[src/rtl/kbc_pkg.sv]
package kbc_pkg;
  localparam int ST_OBF  = 0;
  localparam int ST_IBF  = 1;
  localparam int ST_SYS  = 2;
  localparam int ST_CMD  = 3;
  localparam int ST_NINH = 4;
  localparam int ST_TTO  = 5;
  localparam int ST_RTO  = 6;
  localparam int ST_PERR = 7;

  localparam int CB_IRQEN = 0;
  localparam int CB_SYS   = 3;
  localparam int CB_OVR   = 4;
  localparam int CB_DIS   = 5;
  localparam int CB_PCM   = 6;

  typedef struct packed {
    logic rd_data;
    logic rd_stat;
    logic wr_data;
    logic wr_cmd;
  } kbc_evt_t;
endpackage

[src/rtl/kbc_bus_decode.sv]
module kbc_bus_decode
  import kbc_pkg::*;
(
  input  logic     cs,
  input  logic     a2,
  input  logic     rd,
  input  logic     wr,
  output kbc_evt_t evt
);
  always_comb begin
    evt.rd_data = cs && rd && !a2;
    evt.rd_stat = cs && rd && a2;
    evt.wr_data = cs && wr && !a2;
    evt.wr_cmd  = cs && wr && a2;
  end
endmodule

[src/rtl/kbc_in_buf.sv]
module kbc_in_buf
  import kbc_pkg::*;
#(
  parameter int          DW       = 8,
  parameter logic [DW-1:0] CMD_RDCB = 8'h20,
  parameter logic [DW-1:0] CMD_WRCB = 8'h60,
  parameter logic [DW-1:0] CB_RESET = '0
) (
  input  logic          clk,
  input  logic          rst,
  input  kbc_evt_t      evt,
  input  logic [DW-1:0] wdata,
  input  logic          ib_take,
  output logic [DW-1:0] ib_data,
  output logic          ib_is_cmd,
  output logic          ib_full,
  output logic          cmd_flag,
  output logic [DW-1:0] cb,
  output logic          rdcb_req
);
  logic wcb_pend;
  logic is_rdcb, is_wrcb;

  assign is_rdcb  = (wdata == CMD_RDCB);
  assign is_wrcb  = (wdata == CMD_WRCB);
  assign rdcb_req = evt.wr_cmd && is_rdcb;

  always_ff @(posedge clk) begin
    if (rst) begin
      ib_data   <= '0;
      ib_is_cmd <= 1'b0;
      ib_full   <= 1'b0;
      cmd_flag  <= 1'b0;
      wcb_pend  <= 1'b0;
      cb        <= CB_RESET;
    end else begin
      if (ib_take) ib_full <= 1'b0;
      if (evt.wr_cmd) begin
        cmd_flag <= 1'b1;
        wcb_pend <= is_wrcb;
        if (!is_wrcb && !is_rdcb) begin
          ib_data   <= wdata;
          ib_is_cmd <= 1'b1;
          ib_full   <= 1'b1;
        end
      end else if (evt.wr_data) begin
        cmd_flag <= 1'b0;
        wcb_pend <= 1'b0;
        if (wcb_pend) begin
          cb <= wdata;
        end else begin
          ib_data   <= wdata;
          ib_is_cmd <= 1'b0;
          ib_full   <= 1'b1;
        end
      end
    end
  end


  property data_wr_loads_chk_p;
    @(posedge clk) disable iff (rst)
      (evt.wr_data && !wcb_pend) |=> (ib_full && !ib_is_cmd && ib_data == $past(wdata));
  endproperty
  data_wr_loads_chk: assert property (data_wr_loads_chk_p);


  property take_empties_chk_p;
    @(posedge clk) disable iff (rst)
      (ib_take && !evt.wr_data && !evt.wr_cmd) |=> !ib_full;
  endproperty
  take_empties_chk: assert property (take_empties_chk_p);
endmodule

[src/rtl/kbc_out_buf.sv]
module kbc_out_buf #(
  parameter int DW = 8
) (
  input  logic          clk,
  input  logic          rst,
  input  logic          rx_valid,
  input  logic [DW-1:0] rx_byte,
  input  logic          rx_perr,
  input  logic          rx_tmo,
  output logic          rx_ready,
  input  logic          rd_data,
  input  logic          rdcb_req,
  input  logic [DW-1:0] cb,
  output logic [DW-1:0] obuf,
  output logic          obf,
  output logic          rto,
  output logic          perr
);
  logic pend;
  logic accept;

  assign rx_ready = !obf && !pend;
  assign accept   = rx_valid && rx_ready;

  always_ff @(posedge clk) begin
    if (rst) begin
      obuf <= '0;
      obf  <= 1'b0;
      rto  <= 1'b0;
      perr <= 1'b0;
      pend <= 1'b0;
    end else begin
      if (rd_data) obf <= 1'b0;
      if (pend && !obf) begin
        obuf <= cb;
        obf  <= 1'b1;
        rto  <= 1'b0;
        perr <= 1'b0;
        pend <= 1'b0;
      end else if (accept) begin
        obuf <= rx_byte;
        obf  <= 1'b1;
        rto  <= rx_tmo;
        perr <= rx_perr;
      end
      if (rdcb_req) pend <= 1'b1;
    end
  end


  property full_holds_chk_p;
    @(posedge clk) disable iff (rst)
      (obf && !rd_data) |=> (obf && $stable(obuf));
  endproperty
  full_holds_chk: assert property (full_holds_chk_p);


  property accept_fills_chk_p;
    @(posedge clk) disable iff (rst)
      accept |=> (obf && obuf == $past(rx_byte));
  endproperty
  accept_fills_chk: assert property (accept_fills_chk_p);
endmodule

[src/rtl/kbc_host_regs.sv]
module kbc_host_regs
  import kbc_pkg::*;
#(
  parameter int            DW       = 8,
  parameter logic [DW-1:0] CMD_RDCB = 8'h20,
  parameter logic [DW-1:0] CMD_WRCB = 8'h60,
  parameter logic [DW-1:0] CB_RESET = '0
) (
  input  logic          clk,
  input  logic          rst,
  input  logic          cs,
  input  logic          a2,
  input  logic          rd,
  input  logic          wr,
  input  logic [DW-1:0] wdata,
  output logic [DW-1:0] rdata,
  input  logic          rx_valid,
  input  logic [DW-1:0] rx_byte,
  input  logic          rx_perr,
  input  logic          rx_tmo,
  output logic          rx_ready,
  input  logic          tx_tmo,
  input  logic          ext_inh,
  output logic          kb_inhibit,
  input  logic          ib_take,
  output logic [DW-1:0] ib_data,
  output logic          ib_is_cmd,
  output logic          ib_full,
  output logic [DW-1:0] ctl_byte,
  output logic          kb_irq
);
  kbc_evt_t      evt;
  logic [DW-1:0] obuf;
  logic          obf, rto, perr, cmd_flag, rdcb_req;
  logic          ninh, tto;
  logic [DW-1:0] status;

  kbc_bus_decode u_dec (
    .cs(cs), .a2(a2), .rd(rd), .wr(wr), .evt(evt)
  );

  kbc_in_buf #(
    .DW(DW), .CMD_RDCB(CMD_RDCB), .CMD_WRCB(CMD_WRCB), .CB_RESET(CB_RESET)
  ) u_ib (
    .clk(clk), .rst(rst), .evt(evt), .wdata(wdata), .ib_take(ib_take),
    .ib_data(ib_data), .ib_is_cmd(ib_is_cmd), .ib_full(ib_full),
    .cmd_flag(cmd_flag), .cb(ctl_byte), .rdcb_req(rdcb_req)
  );

  kbc_out_buf #(.DW(DW)) u_ob (
    .clk(clk), .rst(rst), .rx_valid(rx_valid), .rx_byte(rx_byte),
    .rx_perr(rx_perr), .rx_tmo(rx_tmo), .rx_ready(rx_ready),
    .rd_data(evt.rd_data), .rdcb_req(rdcb_req), .cb(ctl_byte),
    .obuf(obuf), .obf(obf), .rto(rto), .perr(perr)
  );

  always_ff @(posedge clk) begin
    if (rst) begin
      ninh <= 1'b0;
      tto  <= 1'b0;
    end else begin
      ninh <= !((ext_inh && !ctl_byte[CB_OVR]) || ctl_byte[CB_DIS]);
      if (tx_tmo)           tto <= 1'b1;
      else if (evt.wr_data) tto <= 1'b0;
    end
  end

  assign kb_inhibit = !ninh;
  assign kb_irq     = obf && ctl_byte[CB_IRQEN];

  always_comb begin
    status          = '0;
    status[ST_OBF]  = obf;
    status[ST_IBF]  = ib_full;
    status[ST_SYS]  = ctl_byte[CB_SYS];
    status[ST_CMD]  = cmd_flag;
    status[ST_NINH] = ninh;
    status[ST_TTO]  = tto;
    status[ST_RTO]  = rto;
    status[ST_PERR] = perr;
  end

  always_ff @(posedge clk) begin
    if (rst)              rdata <= '0;
    else if (evt.rd_data) rdata <= obuf;
    else if (evt.rd_stat) rdata <= status;
  end


  property irq_drops_chk_p;
    @(posedge clk) disable iff (rst)
      (evt.rd_data && obf) |=> !kb_irq;
  endproperty
  irq_drops_chk: assert property (irq_drops_chk_p);
endmodule

[config.mk]
export PLATFORM = sky130hd
export DESIGN_NAME = kbc_host_regs
export DESIGN_NICKNAME = d
export VERILOG_FILES = /design/src/rtl/kbc_pkg.sv /design/src/rtl/kbc_bus_decode.sv /design/src/rtl/kbc_in_buf.sv /design/src/rtl/kbc_out_buf.sv /design/src/rtl/kbc_host_regs.sv
export SDC_FILE = /design/constraint.sdc
export NUM_CORES = 1
export LEC_CHECK = 0
export BUFFER_PORTS_ARGS = -buffer_cell sky130_fd_sc_hd__buf_2
export CORE_MARGIN = 8
export CORE_UTILIZATION = 40
export CTS_CLUSTER_DIAMETER = 100
export DETAILED_ROUTE_END_ITERATION = 8
export SLEW_MARGIN = 25
export SYNTH_ARGS = -nofsm -noshare
export SYNTH_HDL_FRONTEND = slang
export SYNTH_HIERARCHICAL = 1
export SYNTH_SLANG_ARGS = --single-unit
[constraint.sdc]
create_clock -name clk -period 2.8 [get_ports clk]
set_input_delay 0.42 -clock clk [delete_from_list [all_inputs] [get_ports clk]]
set_output_delay 0.42 -clock clk [all_outputs]
set_load 0.005 [all_outputs]
# [Word level (Yosys, flattened, before mapping)]
# Index checks and enable logic that the tools add are counted.
[op_classes] n_reduce_logical=31 bitwise=1 eq_ne=4 n_mux=26
[ops] operator="8-bit two-way mux" n=8
[ops] operator="1-bit two-way mux" n=18
[ops] operator="1-bit logical AND" n=13
[ops] operator="2-bit nonzero test" n=5
[ops] operator="8-bit by 6-bit == test with 1-bit output (second input constant)" n=1
[ops] operator="8-bit by 7-bit == test with 1-bit output (second input constant)" n=1
[ops] operator="1-bit logical NOT" n=8
[ops] operator="3-bit AND reduction" n=2
[ops] operator="3-bit nonzero test" n=1
[ops] operator="2-bit by 1-bit inequality test with 1-bit output (second input constant)" n=1
[ops] operator="2-bit inequality test (second input constant)" n=1
[ops] operator="2-bit OR reduction" n=1
[ops] operator="1-bit logical OR" n=1
[ops] operator="1-bit NOT" n=1
[totals] ff_bits=42 output_inout_bits=29 elab_cells=76

# [Depth between registers and ports, before layout]
[logic_depth] ltp_word=5 ltp_mapped=6 depth_no_buf=6

# [By module]
# Netlist, hierarchy kept.
[by_module_without_submodules] module="kbc_in_buf" area_each_um2=848.3 cells_per_inst=83 seq_area_each_um2=400.4 instances=1
[by_module_without_submodules] module="kbc_out_buf" area_each_um2=535.5 cells_per_inst=52 seq_area_each_um2=240.2 instances=1
[by_module_without_submodules] module="kbc_host_regs" area_each_um2=455.4 cells_per_inst=44 seq_area_each_um2=200.2 instances=1
[by_module_without_submodules] module="kbc_bus_decode" area_each_um2=32.5 cells_per_inst=4 seq_area_each_um2=0.0 instances=1

# [Worst setup path after synthesis]
# No wires, ideal clock.
[synth_path] kind="input -> register" from="in wdata[2]" to="reg u_ib.ib_data[0]" path_slack_ps=876 setup_time_ps=72 t_arrival_ps=1852 path_stages=5 required_ps=2728 n_path_buf=1 cell_sequence="or4b_4 > or4_4 > o211ai_2 > buf_12 > mux2i_1"
[synth_via] elab_chain_len=5 elab_cells_between_ends=7 classes_between="eq/ne: 3; reduce/logical: 4"
[synth_lines] item="start: declaration" line="kbc_host_regs.sv:15" source="input logic [DW-1:0] wdata,"
[synth_lines] item="8-bit by 7-bit == test with 1-bit output / 8-bit by 6-bit == test with 1-bit output (equally long branches)" line="kbc_in_buf.sv:25, kbc_in_buf.sv:24"
[synth_lines] item="1-bit logical NOT" line="kbc_in_buf.sv:41" source="if (!is_wrcb && !is_rdcb) begin"
[synth_lines] item="1-bit logical AND (*)" line="kbc_in_buf.sv:41"
[synth_lines] item="2-bit inequality test (no line) (*)"
[synth_lines] item="3-bit AND reduction (no line) (*)"
[synth_lines] item="end signal: assignment" line="kbc_in_buf.sv:42" source="ib_data <= wdata;"
[synth_lines] item="end signal: assignment" line="kbc_in_buf.sv:52" source="ib_data <= wdata;"
[synth_lines] item="end: declaration" line="kbc_in_buf.sv:14" source="output logic [DW-1:0] ib_data,"
# Mark *: on every way between the ends. The rest lies on a longest branch, timed or not.
# A chain may end at the register's enable or synchronous reset.

# [Final worst setup path]
[layout_path] from="in wdata[2]" to="reg u_ib.ib_data[2]"
[layout_via] elab_chain_len=5 elab_cells_between_ends=11 classes_between="eq/ne: 3; mux: 4; reduce/logical: 4"
[layout_lines] item="8-bit by 7-bit == test with 1-bit output / 8-bit by 6-bit == test with 1-bit output (equally long branches)" line="kbc_in_buf.sv:25, kbc_in_buf.sv:24"
[layout_lines] item="1-bit logical NOT" line="kbc_in_buf.sv:41"
[layout_lines] item="1-bit logical AND" line="kbc_in_buf.sv:41"
[layout_lines] item="2-bit inequality test (no line)"
[layout_lines] item="3-bit AND reduction (no line)"
# Parallel ways exist; a longest one is shown, timed or not. The select of a mux whose other input is x is not followed.

==> flow_metrics.env <==
export IMPL_path_clk_slew_ps=80
export IMPL_period_share_pct=66.5
export IMPL_ys_async_sr_fraction_pct=0
export IMPL_die_width_um=84.4
export IMPL_vias_per_cell=4.96
export IMPL_yosysTopAreaCell="dfxtp_1"
export IMPL_worstSetupStartpointType="input port"
export IMPL_start_util_pct=40.4
export IMPL_yosysSeqAreaShare_pct=44.9
export IMPL_ys_types=32
export IMPL_wl_mm=4.34
export IMPL_drv_cap=0
export IMPL_die_height_um=84.4
export IMPL_design_die_area_um2=7120
export IMPL_synth_edf_count=0
export IMPL_grt_overflow_total=0
export IMPL_area_delta_synth_final_pct=18.2
export IMPL_synth_seq_cells=42
export IMPL_synth_most_common_cell="dfxtp_1"
export IMPL_path_cells="buf_2, or4b_4, or4_4, o211ai_2, mux2i_1"
export IMPL_hold_violations=0
export IMPL_cts_resized=0
export IMPL_fin_crit_ps=1860
export IMPL_postSynthCellCount=183
export IMPL_track_usage_pct=12.5
export IMPL_synth_ff_type="dfxtp_1"
export IMPL_hpwlAfterDp_mm=3.22
export IMPL_rsz0062_at_grt="no"
export IMPL_cts_buffers=5
export IMPL_finClkSkew_ps=10.3
export IMPL_num_vias=1439
export IMPL_ir_drop_uv=272
export IMPL_drc=0
export IMPL_ys_top_cells_by_count="42 x dfxtp_1, 32 x mux2i_1, 20 x nor2_1, 19 x nand2b_1, 15 x a211oi_1"
export IMPL_cpMaxStageDelayCell="or4b_4"
export IMPL_htreeDepth=2
export IMPL_worstPathMaxFanout=9
export IMPL_cts_tree="done"
export IMPL_antenna_found_initial=0
export IMPL_fin_setup_tns_ps=0
export IMPL_max_freq_ghz=0.537
export IMPL_cts_sinks=42
export IMPL_row_count=25
export IMPL_p_leak_uw=0.00103
export IMPL_cts_hold_buffers=0
export IMPL_dr_pass1_iters=4
export IMPL_grt_max_degree=51
export IMPL_worstPathRequired_ps=3020
export IMPL_worstSetupEndpointType="flip-flop"
export IMPL_syn_avg_cell_area_um2=10.2
export IMPL_synth_area_leaders="dfxtp_1 45%, mux2i_1 17%, nand2b_1 6.4%"
export IMPL_critPathKind="input port to flip-flop"
export IMPL_crit_family="simple AND/OR/NAND/NOR gates"
export IMPL_num_antenna_cells=0
export IMPL_clk_latency_ps=290
export IMPL_status="finished clean"
export IMPL_first_iter_violations=87
export IMPL_r2r_setup_slack_ps=1370
export IMPL_ant_nets=0
export IMPL_pwr_density_cell_nw_per_um2=519
export IMPL_cts_setup_buffers=0
export IMPL_core_area_um2=4630
export IMPL_clock_path_buffers=2
export IMPL_io_buffer_count=56
export IMPL_hp_class="input port to flip-flop"
export IMPL_setup_viol_count_final=0
export IMPL_drive_above_1_share_pct=31.8
export IMPL_yosysWarningCount=6
export IMPL_io_pins=57
export IMPL_grt_pass1_wl_mm=7.23
export IMPL_syn_nets=211
export IMPL_synth_area_um2=1870
export IMPL_cpPeakStageDelay_ps=530
export IMPL_slew_violations=0
export IMPL_cts_root_buf="clkbuf_8"
export IMPL_yosysTopAreaCellShare_pct=44.9
export IMPL_slew_limit_headroom_pct=43.8
export IMPL_nNetsFinal=264
export IMPL_gp_congestion=0.662
export IMPL_critPathBufInv=1
export IMPL_finalPower_uw=1150
export IMPL_grt_pass1_vias=1451
export IMPL_detail_route_wl_per_cell_um=15.0
export IMPL_crit_arrival_ps=2080
export IMPL_worst_pin_slew_ps=844
-- registers in the layout, summed over array words and instances (netlist names) --
register,flops
u_ib/cb,8
u_ib/ib_full,1
u_ob/pend,1
u_ob/obf,1
u_ob/rto,1
u_ob/perr,1
u_ib/cmd_flag,1
tto,1
u_ib/ib_data,8
u_ib/wcb_pend,1
u_ib/ib_is_cmd,1
ninh,1
u_ob/obuf,8
rdata,8
-- report_power, final --
group / switching, uW / leakage, uW / internal [uW]
clock network: 199 / 0.0000373 / 171
logic: 68.1 / 0.000650 / 66.4
registers: 17.1 / 0.000344 / 627
-- metrics by stage --
step	cell area (um^2)	hold WS [ps]	utilization [%]	std cells	worst slack, ps
finish	2210	310	47.8	290	939
global route	2210	290	47.8	290	870
CTS	2210	294	47.8	290	936
detailed placement	2130	467	46.1	283	611
global placement	2130	461	46.1	283	662
floorplan	1870	447	-	183	876
-- worst register-to-register path, stage by stage, from the launching register on --
cell      delay (ps)
dfxtp_1          390
o21ba_1          650
nor2_1            80
a211oi_1         220
-- final timing paths --
kind                           startpoint                            to  cells after the start
min                               ext_inh               ninh$_SDFF_PP0_                      2
min reg2reg  u_ib/ib_data[0]$_SDFFE_PP0P_  u_ib/ib_data[0]$_SDFFE_PP0P_                      2
max reg2reg         u_ob/obf$_SDFFE_PP0P_     u_ob/obuf[3]$_SDFFE_PP0P_                      3
max                              wdata[2]  u_ib/ib_data[2]$_SDFFE_PP0P_                      5
-- placed cells by master, fill, tap and decap left out, types with 2 or more instances in the layout --
cell type	instances
nor2b_1	8
or2b_1	2
nor2_1	20
nand2b_1	19
and3b_1	2
nor2_2	2
clkbuf_8	5
a22oi_1	2
and3_2	2
buf_2	56
a21oi_1	6
dfxtp_1	42
a211oi_2	2
mux2i_1	32
a211oi_1	15
inv_1	5
-- logic make-up after synthesis --
kind of cell	count (synthesis)	share of synthesized area (%)
AO/OA/AOI/OAI	31	12.6
flip-flops	42	44.9
multiplexers	32	17.1
buffers and inverters	17	6.28
AND/OR/NAND/NOR	61	19.1
-- area by class of cell --
cell class	count	area, um^2
Fill cell	467	2420
Timing Repair Buffer	57	288
Multi-Input combinational cell	124	913
Inverter	6	22.5
Clock inverter	1	7.51
Tap cell	54	67.6
Clock buffer	6	72.6
Sequential cell	42	841
-- metal layers --
layer	track usage, %	vias to the layer above	share of wire (%)
met5	0	-	0
met4	3.40	0	0.97
met3	5.76	5	7.1
met2	18.9	37	44
met1	15.6	657	48
li1	-	740	-
Power figures use the tool's default switching activity.
